[config.mk]
export PLATFORM = sky130hd
export DESIGN_NAME = wdt_two_strike
export DESIGN_NICKNAME = d
export VERILOG_FILES = /design/src/rtl/wdt2_pkg.sv /design/src/rtl/wdt2_timer.sv /design/src/rtl/wdt2_strike.sv /design/src/rtl/wdt2_regfile.sv /design/src/rtl/wdt_two_strike.sv
export SDC_FILE = /design/constraint.sdc
export NUM_CORES = 1
export LEC_CHECK = 0
export CORE_MARGIN = 5
export CORE_UTILIZATION = 40
export DETAILED_ROUTE_END_ITERATION = 12
export PLACE_DENSITY = 0.69
export SETUP_SLACK_MARGIN = 0.5
export SYNTH_ARGS = -nofsm -noshare
export SYNTH_HDL_FRONTEND = slang
export SYNTH_HIERARCHICAL = 1
export SYNTH_SLANG_ARGS = --single-unit
[constraint.sdc]
create_clock -name clk -period 3.3 [get_ports clk]
set_input_delay 0.33 -clock clk [delete_from_list [all_inputs] [get_ports clk]]
set_output_delay 0.33 -clock clk [all_outputs]
set_load 0.02 [all_outputs]
[src/rtl/wdt2_pkg.sv]
package wdt2_pkg;
  localparam int DATA_W = 32;
  localparam int ADDR_W = 2;

  typedef enum logic [ADDR_W-1:0] {
    A_PERIOD = 2'd0,
    A_CTRL   = 2'd1,
    A_CFG    = 2'd2,
    A_COUNT  = 2'd3
  } wdt2_addr_e;

  localparam int B_RUN   = 31;
  localparam int B_PER   = 30;
  localparam int B_ACK   = 30;
  localparam int B_EN    = 5;
  localparam int B_SEL   = 4;
  localparam int B_RSTEN = 2;
  localparam int B_CAUSE = 12;
endpackage

[src/rtl/wdt2_timer.sv]
module wdt2_timer #(
  parameter int CNT_W = 30
) (
  input  logic             clk,
  input  logic             rst_n,
  input  logic             tick_i,
  input  logic             load_i,
  input  logic [CNT_W-1:0] load_val_i,
  input  logic             load_run_i,
  input  logic             load_per_i,
  output logic             expire_o,
  output logic [CNT_W-1:0] cnt_o,
  output logic [CNT_W-1:0] reload_o,
  output logic             run_o,
  output logic             per_o
);
  logic [CNT_W-1:0] cnt_q, reload_q;
  logic             run_q, per_q;
  logic             last_tick;

  assign last_tick = cnt_q <= CNT_W'(1);
  assign expire_o  = run_q & tick_i & ~load_i & last_tick;

  always_ff @(posedge clk or negedge rst_n) begin
    if (!rst_n) begin
      cnt_q    <= '0;
      reload_q <= '0;
      run_q    <= 1'b0;
      per_q    <= 1'b0;
    end else if (load_i) begin
      cnt_q    <= load_val_i;
      reload_q <= load_val_i;
      run_q    <= load_run_i;
      per_q    <= load_per_i;
    end else if (run_q && tick_i) begin
      if (last_tick) begin
        if (per_q) begin
          cnt_q <= reload_q;
        end else begin
          cnt_q <= '0;
          run_q <= 1'b0;
        end
      end else begin
        cnt_q <= cnt_q - CNT_W'(1);
      end
    end
  end

  assign cnt_o    = cnt_q;
  assign reload_o = reload_q;
  assign run_o    = run_q;
  assign per_o    = per_q;
endmodule

[src/rtl/wdt2_strike.sv]
module wdt2_strike #(
  parameter int RST_LEN = 4
) (
  input  logic clk,
  input  logic por_n,
  input  logic rst_n,
  input  logic expire_i,
  input  logic ack_i,
  input  logic arm_i,
  input  logic cause_clr_i,
  output logic pending_o,
  output logic sys_rst_o,
  output logic cause_o
);
  localparam int PW = $clog2(RST_LEN + 1);

  logic          pending_q, cause_q, fire;
  logic [PW-1:0] pulse_q;

  assign fire = expire_i & pending_q & ~ack_i & arm_i & (pulse_q == '0);

  always_ff @(posedge clk or negedge rst_n) begin
    if (!rst_n) begin
      pending_q <= 1'b0;
    end else if (expire_i) begin
      pending_q <= 1'b1;
    end else if (ack_i) begin
      pending_q <= 1'b0;
    end
  end

  always_ff @(posedge clk or negedge rst_n) begin
    if (!rst_n) begin
      pulse_q <= '0;
    end else if (fire) begin
      pulse_q <= PW'(RST_LEN);
    end else if (pulse_q != '0) begin
      pulse_q <= pulse_q - PW'(1);
    end
  end

  always_ff @(posedge clk or negedge por_n) begin
    if (!por_n) begin
      cause_q <= 1'b0;
    end else if (fire) begin
      cause_q <= 1'b1;
    end else if (cause_clr_i) begin
      cause_q <= 1'b0;
    end
  end

  assign pending_o = pending_q;
  assign sys_rst_o = pulse_q != '0;
  assign cause_o   = cause_q;
endmodule

[src/rtl/wdt2_regfile.sv]
module wdt2_regfile
  import wdt2_pkg::*;
#(
  parameter int CNT_W = 30
) (
  input  logic              clk,
  input  logic              rst_n,
  input  logic              we_i,
  input  logic [ADDR_W-1:0] addr_i,
  input  logic [DATA_W-1:0] wdata_i,
  input  logic [CNT_W-1:0]  cnt_i,
  input  logic [CNT_W-1:0]  reload_i,
  input  logic              run_i,
  input  logic              per_i,
  input  logic              pending_i,
  input  logic              cause_i,
  output logic              period_wr_o,
  output logic              ack_o,
  output logic              cause_clr_o,
  output logic              arm_o,
  output logic [DATA_W-1:0] rdata_o
);
  logic en_q, sel_q, rsten_q;
  logic cfg_wr;

  assign period_wr_o = we_i && (addr_i == A_PERIOD);
  assign ack_o       = we_i && (addr_i == A_CTRL) && wdata_i[B_ACK];
  assign cfg_wr      = we_i && (addr_i == A_CFG);
  assign cause_clr_o = cfg_wr && wdata_i[B_CAUSE];
  assign arm_o       = en_q & ~sel_q & rsten_q;

  always_ff @(posedge clk or negedge rst_n) begin
    if (!rst_n) begin
      en_q    <= 1'b0;
      sel_q   <= 1'b0;
      rsten_q <= 1'b0;
    end else if (cfg_wr) begin
      en_q    <= wdata_i[B_EN];
      sel_q   <= wdata_i[B_SEL];
      rsten_q <= wdata_i[B_RSTEN];
    end
  end

  always_comb begin
    rdata_o = '0;
    unique case (addr_i)
      A_PERIOD: begin
        rdata_o[CNT_W-1:0] = reload_i;
        rdata_o[B_RUN]     = run_i;
        rdata_o[B_PER]     = per_i;
      end
      A_CTRL:  rdata_o[B_ACK] = pending_i;
      A_CFG: begin
        rdata_o[B_EN]    = en_q;
        rdata_o[B_SEL]   = sel_q;
        rdata_o[B_RSTEN] = rsten_q;
        rdata_o[B_CAUSE] = cause_i;
      end
      default: rdata_o[CNT_W-1:0] = cnt_i;
    endcase
  end
endmodule

[src/rtl/wdt_two_strike.sv]
module wdt_two_strike
  import wdt2_pkg::*;
#(
  parameter int CNT_W   = 30,
  parameter int RST_LEN = 4
) (
  input  logic              clk,
  input  logic              por_n,
  input  logic              rst_n,
  input  logic              tick_i,
  input  logic              reg_we_i,
  input  logic [ADDR_W-1:0] reg_addr_i,
  input  logic [DATA_W-1:0] reg_wdata_i,
  output logic [DATA_W-1:0] reg_rdata_o,
  output logic              irq_o,
  output logic              sys_rst_o
);
  logic             period_wr, ack_w, cause_clr_w, arm_w;
  logic             expire_w, run_w, per_w, pending_w, cause_w;
  logic [CNT_W-1:0] cnt_w, reload_w;

  wdt2_regfile #(.CNT_W(CNT_W)) u_regs (
    .clk(clk), .rst_n(rst_n),
    .we_i(reg_we_i), .addr_i(reg_addr_i), .wdata_i(reg_wdata_i),
    .cnt_i(cnt_w), .reload_i(reload_w), .run_i(run_w), .per_i(per_w),
    .pending_i(pending_w), .cause_i(cause_w),
    .period_wr_o(period_wr), .ack_o(ack_w), .cause_clr_o(cause_clr_w),
    .arm_o(arm_w), .rdata_o(reg_rdata_o)
  );

  wdt2_timer #(.CNT_W(CNT_W)) u_timer (
    .clk(clk), .rst_n(rst_n), .tick_i(tick_i),
    .load_i(period_wr), .load_val_i(reg_wdata_i[CNT_W-1:0]),
    .load_run_i(reg_wdata_i[B_RUN]), .load_per_i(reg_wdata_i[B_PER]),
    .expire_o(expire_w), .cnt_o(cnt_w), .reload_o(reload_w),
    .run_o(run_w), .per_o(per_w)
  );

  wdt2_strike #(.RST_LEN(RST_LEN)) u_strike (
    .clk(clk), .por_n(por_n), .rst_n(rst_n),
    .expire_i(expire_w), .ack_i(ack_w), .arm_i(arm_w),
    .cause_clr_i(cause_clr_w),
    .pending_o(pending_w), .sys_rst_o(sys_rst_o), .cause_o(cause_w)
  );

  assign irq_o = pending_w;
endmodule

==> results of run 1 <==
## cell usage in the layout, fill, tap and decap left out, drive strengths merged, types with 19 or more instances in the layout
cell type / instances
a21oi: 19
a22o: 31
buf: 28
clkdlybuf4s50: 71
dfrtp: 70
inv: 24
mux2: 29
nand2: 45
nor2: 31
o21ai: 33
## state kept, by name, summed over array words and instances (netlist names)
signal,count
u_strike/pulse_q,3
u_regs/rsten_q,1
u_timer/reload_o,30
u_strike/pending_o,1
u_regs/en_q,1
u_timer/per_o,1
u_regs/sel_q,1
u_strike/cause_o,1
u_timer/cnt_o,30
u_timer/run_o,1
## kinds of logic after synthesis
family          synth area share
flops                      0.396
compound gates             0.231
simple gates               0.189
fa+ha+maj                 0.0113
mux                       0.0807
xor+xnor                  0.0258
buf+inv                   0.0660
## power by group through the flow
stage | registers [mW] | logic, mW | clock network, mW
2_1_floorplan | 1.22 | 0.720 | 0
3_3_place_gp | 1.30 | 1.01 | 0
3_5_place_dp | 1.31 | 1.03 | 0
4_1_cts | 1.28 | 1.06 | 0.956
5_1_grt | 1.33 | 1.18 | 1.00
6_report | 1.30 | 1.08 | 0.944
## path summary, 6_finish.rpt
check	start	endpoint	slack [ns]	cells past startpoint
worst min-delay path	por_n	u_strike/cause_o$_DFFE_PN0P_	0.10	1
worst max register to register	u_timer/cnt_o[22]$_DFFE_PN0P_	u_timer/cnt_o[2]$_DFFE_PN0P_	0.55	6
max in group asynchronous	rst_n	u_timer/reload_o[12]$_DFFE_PN0P_	2.32	3
worst max-delay path	u_timer/cnt_o[22]$_DFFE_PN0P_	u_timer/cnt_o[2]$_DFFE_PN0P_	0.55	6
worst min register to register	u_strike/pulse_q[0]$_DFFE_PN0P_	u_strike/pulse_q[0]$_DFFE_PN0P_	0.49	1
min in group clk	u_strike/pulse_q[0]$_DFFE_PN0P_	u_strike/pulse_q[0]$_DFFE_PN0P_	0.49	1
## metrics by stage
step	util	area, sq um	setup WS [ns]
floorplan	-	4430	0.466
global placement	0.487	5280	0.502
detailed placement	0.487	5280	0.471
CTS	0.516	5590	0.506
global route	0.519	5630	0.483
finish	0.519	5630	0.546
## worst max-delay path, cell delays in order, from the launching register on
cell and delay [ns]:
dfrtp_1 0.39, or4_4 0.55, or4_4 0.45, or4_4 0.56
buf_4 0.27, mux2_2 0.31, o21ai_0 0.14
## routing by layer
layer	share of wire	GRT usage	routed length, um	up-vias
met5	0	0	0	-
met4	0.022	0.0837	291	0
li1	-	-	-	1949
met2	0.47	0.318	6370	184
met1	0.43	0.283	5800	2119
met3	0.073	0.0421	988	30
## layout make-up
| type | count | area, sq um | share of cell area |
|---|---|---|---|
| flip-flops and latches | 70 | 1750 | 0.311 |
| multi-input cells | 350 | 2410 | 0.428 |
| well taps | 140 | 175 | 0.0311 |
| clock inverters | 6 | 133 | 0.0236 |
| repair buffers | 100 | 928 | 0.165 |
| clock buffers | 10 | 138 | 0.0245 |
| inverters | 24 | 90.1 | 0.0160 |
## what timing repair did
item,CTS,global route
hold endpoints to repair,16,0
setup buffers,4,3
hold buffers,1,0
pin swaps,1,1
setup endpoints to repair,3,10
resized for setup,0,2
==> impl_metrics.tcl, run 1 <==
set metrics [dict create \
    outcome "finished, final reports clean" \
    finClkSkew_ns 0.00851 \
    min_path_type "in2async" \
    power_switching_mw 1.15 \
    die_h_um 115 \
    rsz0062_at_grt "yes" \
    core.rowCount 38 \
    path_max_fanout 28 \
    yosys.area.top_type "dfrtp_1" \
    area_growth_pct 27.3 \
    finalCriticalPeriod_ns 2.75 \
    fin_tns_setup_ns 0 \
    finalMaxSlewViolations 0 \
    power_frac_seq 0.390 \
    cts_buffer_depth 2 \
    fin_nets 598 \
    synth.top_cell.area_share 0.396 \
    ys.flop_type "dfrtp_1" \
    layout-drive-gt1-share 0.159 \
    fin_total_pwr_mw 3.32 \
    ios 73 \
    drt_iter0_markers 363 \
    die_area_sq_mm 0.0133 \
    async_reset_ff_frac 1.00 \
    holdWs_ns 0.102 \
    cts_buffers 9 \
    synth_seq_area_share 0.396 \
    drc 0 \
    critPathRequiredTime_ns 3.58 \
    hold_viol_final 0 \
    synth.most_common_cell "dfrtp_1" \
    htreeDepth 3 \
    via_count 4282 \
    grt_pass1_wl_mm 21.8 \
    synth_nets 525 \
    share_comb_of_total_power 0.326 \
    post_drt_wl_per_cell_um 19.2 \
    finalCritPeriodShare 0.835 \
    worst_slew_pin_slew_ns 0.828 \
    die_w_um 115 \
    postSynthRegisterBits 70 \
    slew_headroom 0.446 \
    clkPwrFrac 0.284 \
    clk_pin_slew_ns 0.08 \
    placed_cells 676 \
    cts_root_buf "clkbuf_8" \
    setup_viol 0 \
    crit_type "reg2reg" \
    dpl.hpwl_mm 9.02 \
    antenna_found_initial 0 \
    diodes 0 \
    clk_latency_ns 0.36 \
    netlist_area_sq_mm 0.00442 \
    cts.sinks 70 \
    avgViaCountPerCell 6.12 \
    coreArea_sq_mm 0.0108 \
    p_sw_frac 0.345 \
    intPower_mw 2.18 \
    synth_cell_types 65 \
    ir_drop_v 0.000269 \
    fillCellCount 1034 \
    final_cells 700 \
    drt-total-wl_mm 13.5 \
    power.density_mw_per_mm2 590 \
    grt_pass1_vias 4220 \
    place_congestion 0.929 \
    ys_top_cells_by_area "dfrtp_1, mux2_2, a22o_1" \
    maxCapViolCount 0 \
    yosysWarningCount 6 \
    synth_edf_count 0 \
    leakage_nw 2.31 \
    grt_max_degree 46 \
    grt_util_all_layers 0.206 \
    startpoint_type "flop" \
    ys_top_cells_by_count "dfrtp_1, nand2_1, o21ai_0" \
    cts_tree "done" \
    max_freq_mhz 363 \
    arrival_ns 3.03 \
    drtAntennaViolNets 0 \
    port_buffers 72 \
    syn_inst 482 \
    start_util 0.408 \
    end_kind "flop" \
    grt-ovfl-total 0 \
    avgSynthCellArea_sq_um 9.17 \
    dr.pass1.iters 6 \
]
No activity file was read; power rests on OpenSTA's default activity.
==> inputs of run 2 (changes only) <==
- PLACE_DENSITY: 0.69 -> 0.71
- clock period: 3.3 -> 2.4 ns (I/O delays scaled with it)
==> run 2 against run 1 <==
  * The flow now finishes with violations (setup timing)
  * Power up 37%
  * Clock skew down 0.0021 ns
  * Sequential cell count unchanged
  * Sequential share of layout area down 2.1 points
  * Largest cell class unchanged
  * Routed wire length up 5.3%
  * Maximum frequency up 6.3%
  * Non-clock buffer count up 56
==> impl_metrics.tcl, run 2 (same netlist as run 1, synthesis figures left out) <==
set metrics [dict create \
    core.rowCount 38 \
    via_count 4380 \
    placed_area_sq_mm 0.00571 \
    dr.pass1.iters 5 \
    r2r_start "u_timer/cnt_o[22]$_DFFE_PN0P_" \
    final_cell_mix "buf_4, dfrtp_1, nand2_1, clkdlybuf4s50_1, a22o_1" \
    leakage_nw 2.71 \
    start_util 0.408 \
    final_area_sq_mm 0.00602 \
    drtAntennaViolNets 0 \
    port_buffers 72 \
    dp_slack_ns -0.288 \
    cts_buffers 9 \
    r2r_end "u_strike/cause_o$_DFFE_PN0P_" \
    min_path_type "in2async" \
    placed_cells 728 \
    diodes 0 \
    htreeDepth 3 \
    drc 0 \
    drt_iter0_markers 383 \
    finalCritPeriodShare 1.08 \
    grt_pass1_vias 4583 \
    layout-drive-gt1-share 0.253 \
    hold_viol_final 0 \
    path_max_fanout 2 \
    maxCapViolCount 0 \
    clk_pin_slew_ns 0.08 \
    die_h_um 115 \
    fin_total_pwr_mw 4.54 \
    place_congestion 0.954 \
    worst_slew_pin_slew_ns 0.708 \
    fin_nets 654 \
    finalMaxSlewViolations 0 \
    end_kind "flop" \
    finalCriticalPeriod_ns 2.59 \
    grt-ovfl-total 0 \
    slew_headroom 0.526 \
    final_core_util 0.556 \
    worst_slack_ns -0.191 \
    cts_buffer_depth 2 \
    critPathRequiredTime_ns 2.70 \
    rrSetupSlack_ns -0.19 \
    cts.sinks 70 \
    ir_drop_v 0.000286 \
    drt-total-wl_mm 14.2 \
    area_growth_pct 36.3 \
    die_area_sq_mm 0.0133 \
    die_w_um 115 \
    outcome "finished with violations" \
    max_freq_mhz 386 \
    grt_max_degree 33 \
    final_common_cell "buf_4" \
    grt_pass1_wl_mm 23.2 \
    grt_util_all_layers 0.221 \
    fillCellCount 998 \
    ios 73 \
    startpoint_type "flop" \
    avgViaCountPerCell 5.79 \
    cts_tree "done" \
    violations "setup timing" \
    rr_worst_depth 7 \
    final_cells 756 \
    holdWs_ns 0.385 \
    clk_latency_ns 0.36 \
    coreArea_sq_mm 0.0108 \
    dpl.hpwl_mm 9.99 \
    antenna_found_initial 0 \
    rsz0062_at_grt "yes" \
    arrival_ns 2.89 \
    finClkSkew_ns 0.00637 \
    cts_root_buf "clkbuf_8" \
    setup_viol 30 \
    power.density_mw_per_mm2 753 \
    fin_tns_setup_ns -2.04 \
    post_drt_wl_per_cell_um 18.7 \
    crit_type "reg2reg" \
]
==> run 2: final cells by class <==
class / count / area, sq um / area share
clock buffer: 12 / 155 / 0.0258
multi-input combinational: 350 / 2430 / 0.404
inverter: 24 / 90.1 / 0.0150
clock inverter: 4 / 45.0 / 0.00748
timing repair buffer: 156 / 1370 / 0.228
sequential: 70 / 1750 / 0.291
tap: 140 / 175 / 0.0291
==> run 2: how the worst max path moves through the flow <==
| stage | startpoint | end | slack (ns) | cells past startpoint |
|---|---|---|---|---|
| floorplan | u_timer/cnt_o[22]$_DFFE_PN0P_ | u_strike/cause_o$_DFFE_PN0P_ | -0.43 | 8 |
| global placement | u_timer/cnt_o[22]$_DFFE_PN0P_ | u_strike/pulse_q[2]$_DFFE_PN0P_ | -0.25 | 7 |
| detailed placement | u_timer/cnt_o[22]$_DFFE_PN0P_ | u_strike/pulse_q[2]$_DFFE_PN0P_ | -0.29 | 7 |
| CTS | u_timer/cnt_o[22]$_DFFE_PN0P_ | u_strike/pulse_q[2]$_DFFE_PN0P_ | -0.20 | 7 |
| global route | u_timer/cnt_o[22]$_DFFE_PN0P_ | u_strike/cause_o$_DFFE_PN0P_ | -0.26 | 7 |
| finish | u_timer/cnt_o[22]$_DFFE_PN0P_ | u_strike/cause_o$_DFFE_PN0P_ | -0.19 | 7 |
==> run 2: timing repair <==
item / CTS / global route
hold buffers: 2 / 0
endpoints found under the setup margin: 69 / 39
resized for setup: 58 / 12
gates cloned: 0 / 1
endpoints found under the hold margin: 21 / 0
pin swaps: 4 / 11
buffers inserted: 4 / 5
==> run 2: per-layer routing <==
layer	global-route usage	vias to the layer above	part of all wire
met5	0	-	0
met4	0.0947	0	0.026
met3	0.0289	31	0.051
met2	0.364	146	0.47
met1	0.292	2156	0.45
li1	-	2047	-
==> run 2: power breakdown <==
part           internal (mW)  total [mW]  switching [mW]
registers               1.43        1.64           0.212
logic                  0.930        1.88           0.955
clock network          0.532        1.01           0.477
total                   2.89        4.54            1.64
==> run 2: critical path, stage by stage, from the launching register on <==
cell and delay [ns]:
dfrtp_1 0.38, or4_4 0.54, or4_4 0.44, or4_4 0.47, nor2_4 0.14, nand4b_4 0.11, or3b_4 0.39, o21ai_2 0.06
==> inputs of run 3 (changes only) <==
- SKIP_LAST_GASP: default -> 1
==> run 3 against run 2 <==
  * The run still ends with setup timing left
  * Utilization down 0.092 points
  * Combinational power about the same
  * Global-route usage decreased by 0.077 points
  * Register-to-register slack barely moved
  * Maximum frequency fell by 0.15%
  * Critical endpoint unchanged
  * Largest power group unchanged
==> impl_metrics.tcl, run 3 (same netlist as run 1, synthesis figures left out) <==
set metrics [dict create \
    crit_path_frequent_cell "or4_4" \
    ir_drop_v 0.000290 \
    area_growth_pct 36.0 \
    start_util 0.408 \
    finClkSkew_ns 0.00672 \
    die_w_um 115 \
    hold_viol_final 0 \
    max_freq_mhz 385 \
    clk_latency_ns 0.36 \
    avgViaCountPerCell 5.81 \
    grt-ovfl-total 0 \
    rrSetupSlack_ns -0.19 \
    slew_headroom 0.542 \
    setup_viol 30 \
    r2r_start "u_timer/cnt_o[22]$_DFFE_PN0P_" \
    final_common_cell "buf_4" \
    min_path_type "in2async" \
    arrival_ns 2.89 \
    clk_pin_slew_ns 0.08 \
    cts_root_buf "clkbuf_8" \
    die_area_sq_mm 0.0133 \
    leakage_nw 2.71 \
    diodes 0 \
    worst_slack_ns -0.195 \
    violations "setup timing" \
    crit_type "reg2reg" \
    drt-total-wl_mm 14.2 \
    port_buffers 72 \
    cts_tree "done" \
    drt_iter0_markers 360 \
    grt_pass1_vias 4585 \
    drtAntennaViolNets 0 \
    maxCapViolCount 0 \
    cts_buffers 9 \
    via_count 4383 \
    end_kind "flop" \
    finalCriticalPeriod_ns 2.59 \
    cp_cell_sequence "or4_4, or4_4, or4_4, nor2_4, nand4b_4, or3b_4, o21ai_2" \
    grt_max_degree 33 \
    dpl.hpwl_mm 9.99 \
    post_drt_wl_per_cell_um 18.8 \
    final_cell_mix "buf_4, dfrtp_1, nand2_1, clkdlybuf4s50_1, a22o_1" \
    place_congestion 0.954 \
    grt_util_all_layers 0.220 \
    critical_path.top_delay_family "simple AND/OR/NAND/NOR gates" \
    rr_worst_depth 7 \
    fin_nets 653 \
    power.density_mw_per_mm2 755 \
    final_cells 755 \
    finalMaxSlewViolations 0 \
    placed_cells 728 \
    worst_slew_pin_slew_ns 0.684 \
    layout-drive-gt1-share 0.249 \
    fillCellCount 999 \
    die_h_um 115 \
    critPathRequiredTime_ns 2.70 \
    outcome "finished with violations" \
    slowest_delay_ns 0.54 \
    drc 0 \
    startpoint_type "flop" \
    htreeDepth 3 \
    grt_pass1_wl_mm 23.1 \
    ios 73 \
    holdWs_ns 0.390 \
    core.rowCount 38 \
    cts.sinks 70 \
    dp_slack_ns -0.288 \
    finalCritPeriodShare 1.08 \
    path_max_fanout 2 \
    coreArea_sq_mm 0.0108 \
    dr.pass1.iters 5 \
    path_buf_inv 0 \
    cts_buffer_depth 2 \
    r2r_end "u_strike/cause_o$_DFFE_PN0P_" \
    cp_slowest_cell "or4_4" \
    antenna_found_initial 0 \
    rsz0062_at_grt "yes" \
]
[run 3: layout make-up]
cell class	count	area [sq um]	area share
clock inverter	4	45.0	0.00749
tap	140	175	0.0291
timing repair buffer	155	1370	0.227
inverter	24	90.1	0.0150
clock buffer	12	155	0.0258
multi-input combinational	350	2430	0.404
sequential	70	1750	0.291
[run 3: per-layer routing]
layer | vias up | share of wire | global-route usage
met1 | 2138 | 0.45 | 0.291
met3 | 27 | 0.060 | 0.0289
met5 | - | 0 | 0
met2 | 173 | 0.47 | 0.361
li1 | 2045 | - | -
met4 | 0 | 0.025 | 0.0970
[run 3: per-stage QoR]
| step | utilization | TNS (ns) | instance area [sq um] | total power, mW |
|---|---|---|---|---|
| final | 0.555 | -2.05 | 6010 | 4.54 |
| after global routing | 0.555 | -4.47 | 6010 | 4.82 |
| after CTS | 0.548 | -2.90 | 5940 | 4.52 |
| after detailed placement | 0.527 | -5.42 | 5710 | 3.54 |
| after global placement | 0.527 | -4.34 | 5710 | 3.49 |
| after floorplan | - | -3.73 | 4460 | 2.69 |
[run 3: how the worst max path moves through the flow]
stage / cells after the start / startpoint / endpoint
final: 7 / u_timer/cnt_o[22]$_DFFE_PN0P_ / u_strike/cause_o$_DFFE_PN0P_
after global routing: 7 / u_timer/cnt_o[22]$_DFFE_PN0P_ / u_strike/cause_o$_DFFE_PN0P_
after CTS: 7 / u_timer/cnt_o[22]$_DFFE_PN0P_ / u_strike/pulse_q[2]$_DFFE_PN0P_
after detailed placement: 7 / u_timer/cnt_o[22]$_DFFE_PN0P_ / u_strike/pulse_q[2]$_DFFE_PN0P_
after global placement: 7 / u_timer/cnt_o[22]$_DFFE_PN0P_ / u_strike/pulse_q[2]$_DFFE_PN0P_
after floorplan: 8 / u_timer/cnt_o[22]$_DFFE_PN0P_ / u_strike/cause_o$_DFFE_PN0P_
[run 3: report_power, final]
part           internal (mW)  total [mW]  switching [mW]
Sequential              1.43        1.64           0.211
Clock                  0.532        1.01           0.479
Combinational          0.930        1.89           0.956
[run 3: worst reg2reg max path, stage by stage, from the launching register on]
cell      delay (ns)
dfrtp_1         0.39
or4_4           0.54
or4_4           0.44
or4_4           0.47
nor2_4          0.14
nand4b_4        0.11
or3b_4          0.39
o21ai_2         0.06
[run 3: what timing repair did]
item,4_1_cts,5_1_grt
endpoints found under the setup margin,69,39
cloned,0,1
hold buffers,2,0
pin swaps,4,12
hold endpoints to repair,21,0
gates resized for setup,52,15
setup buffers,4,4
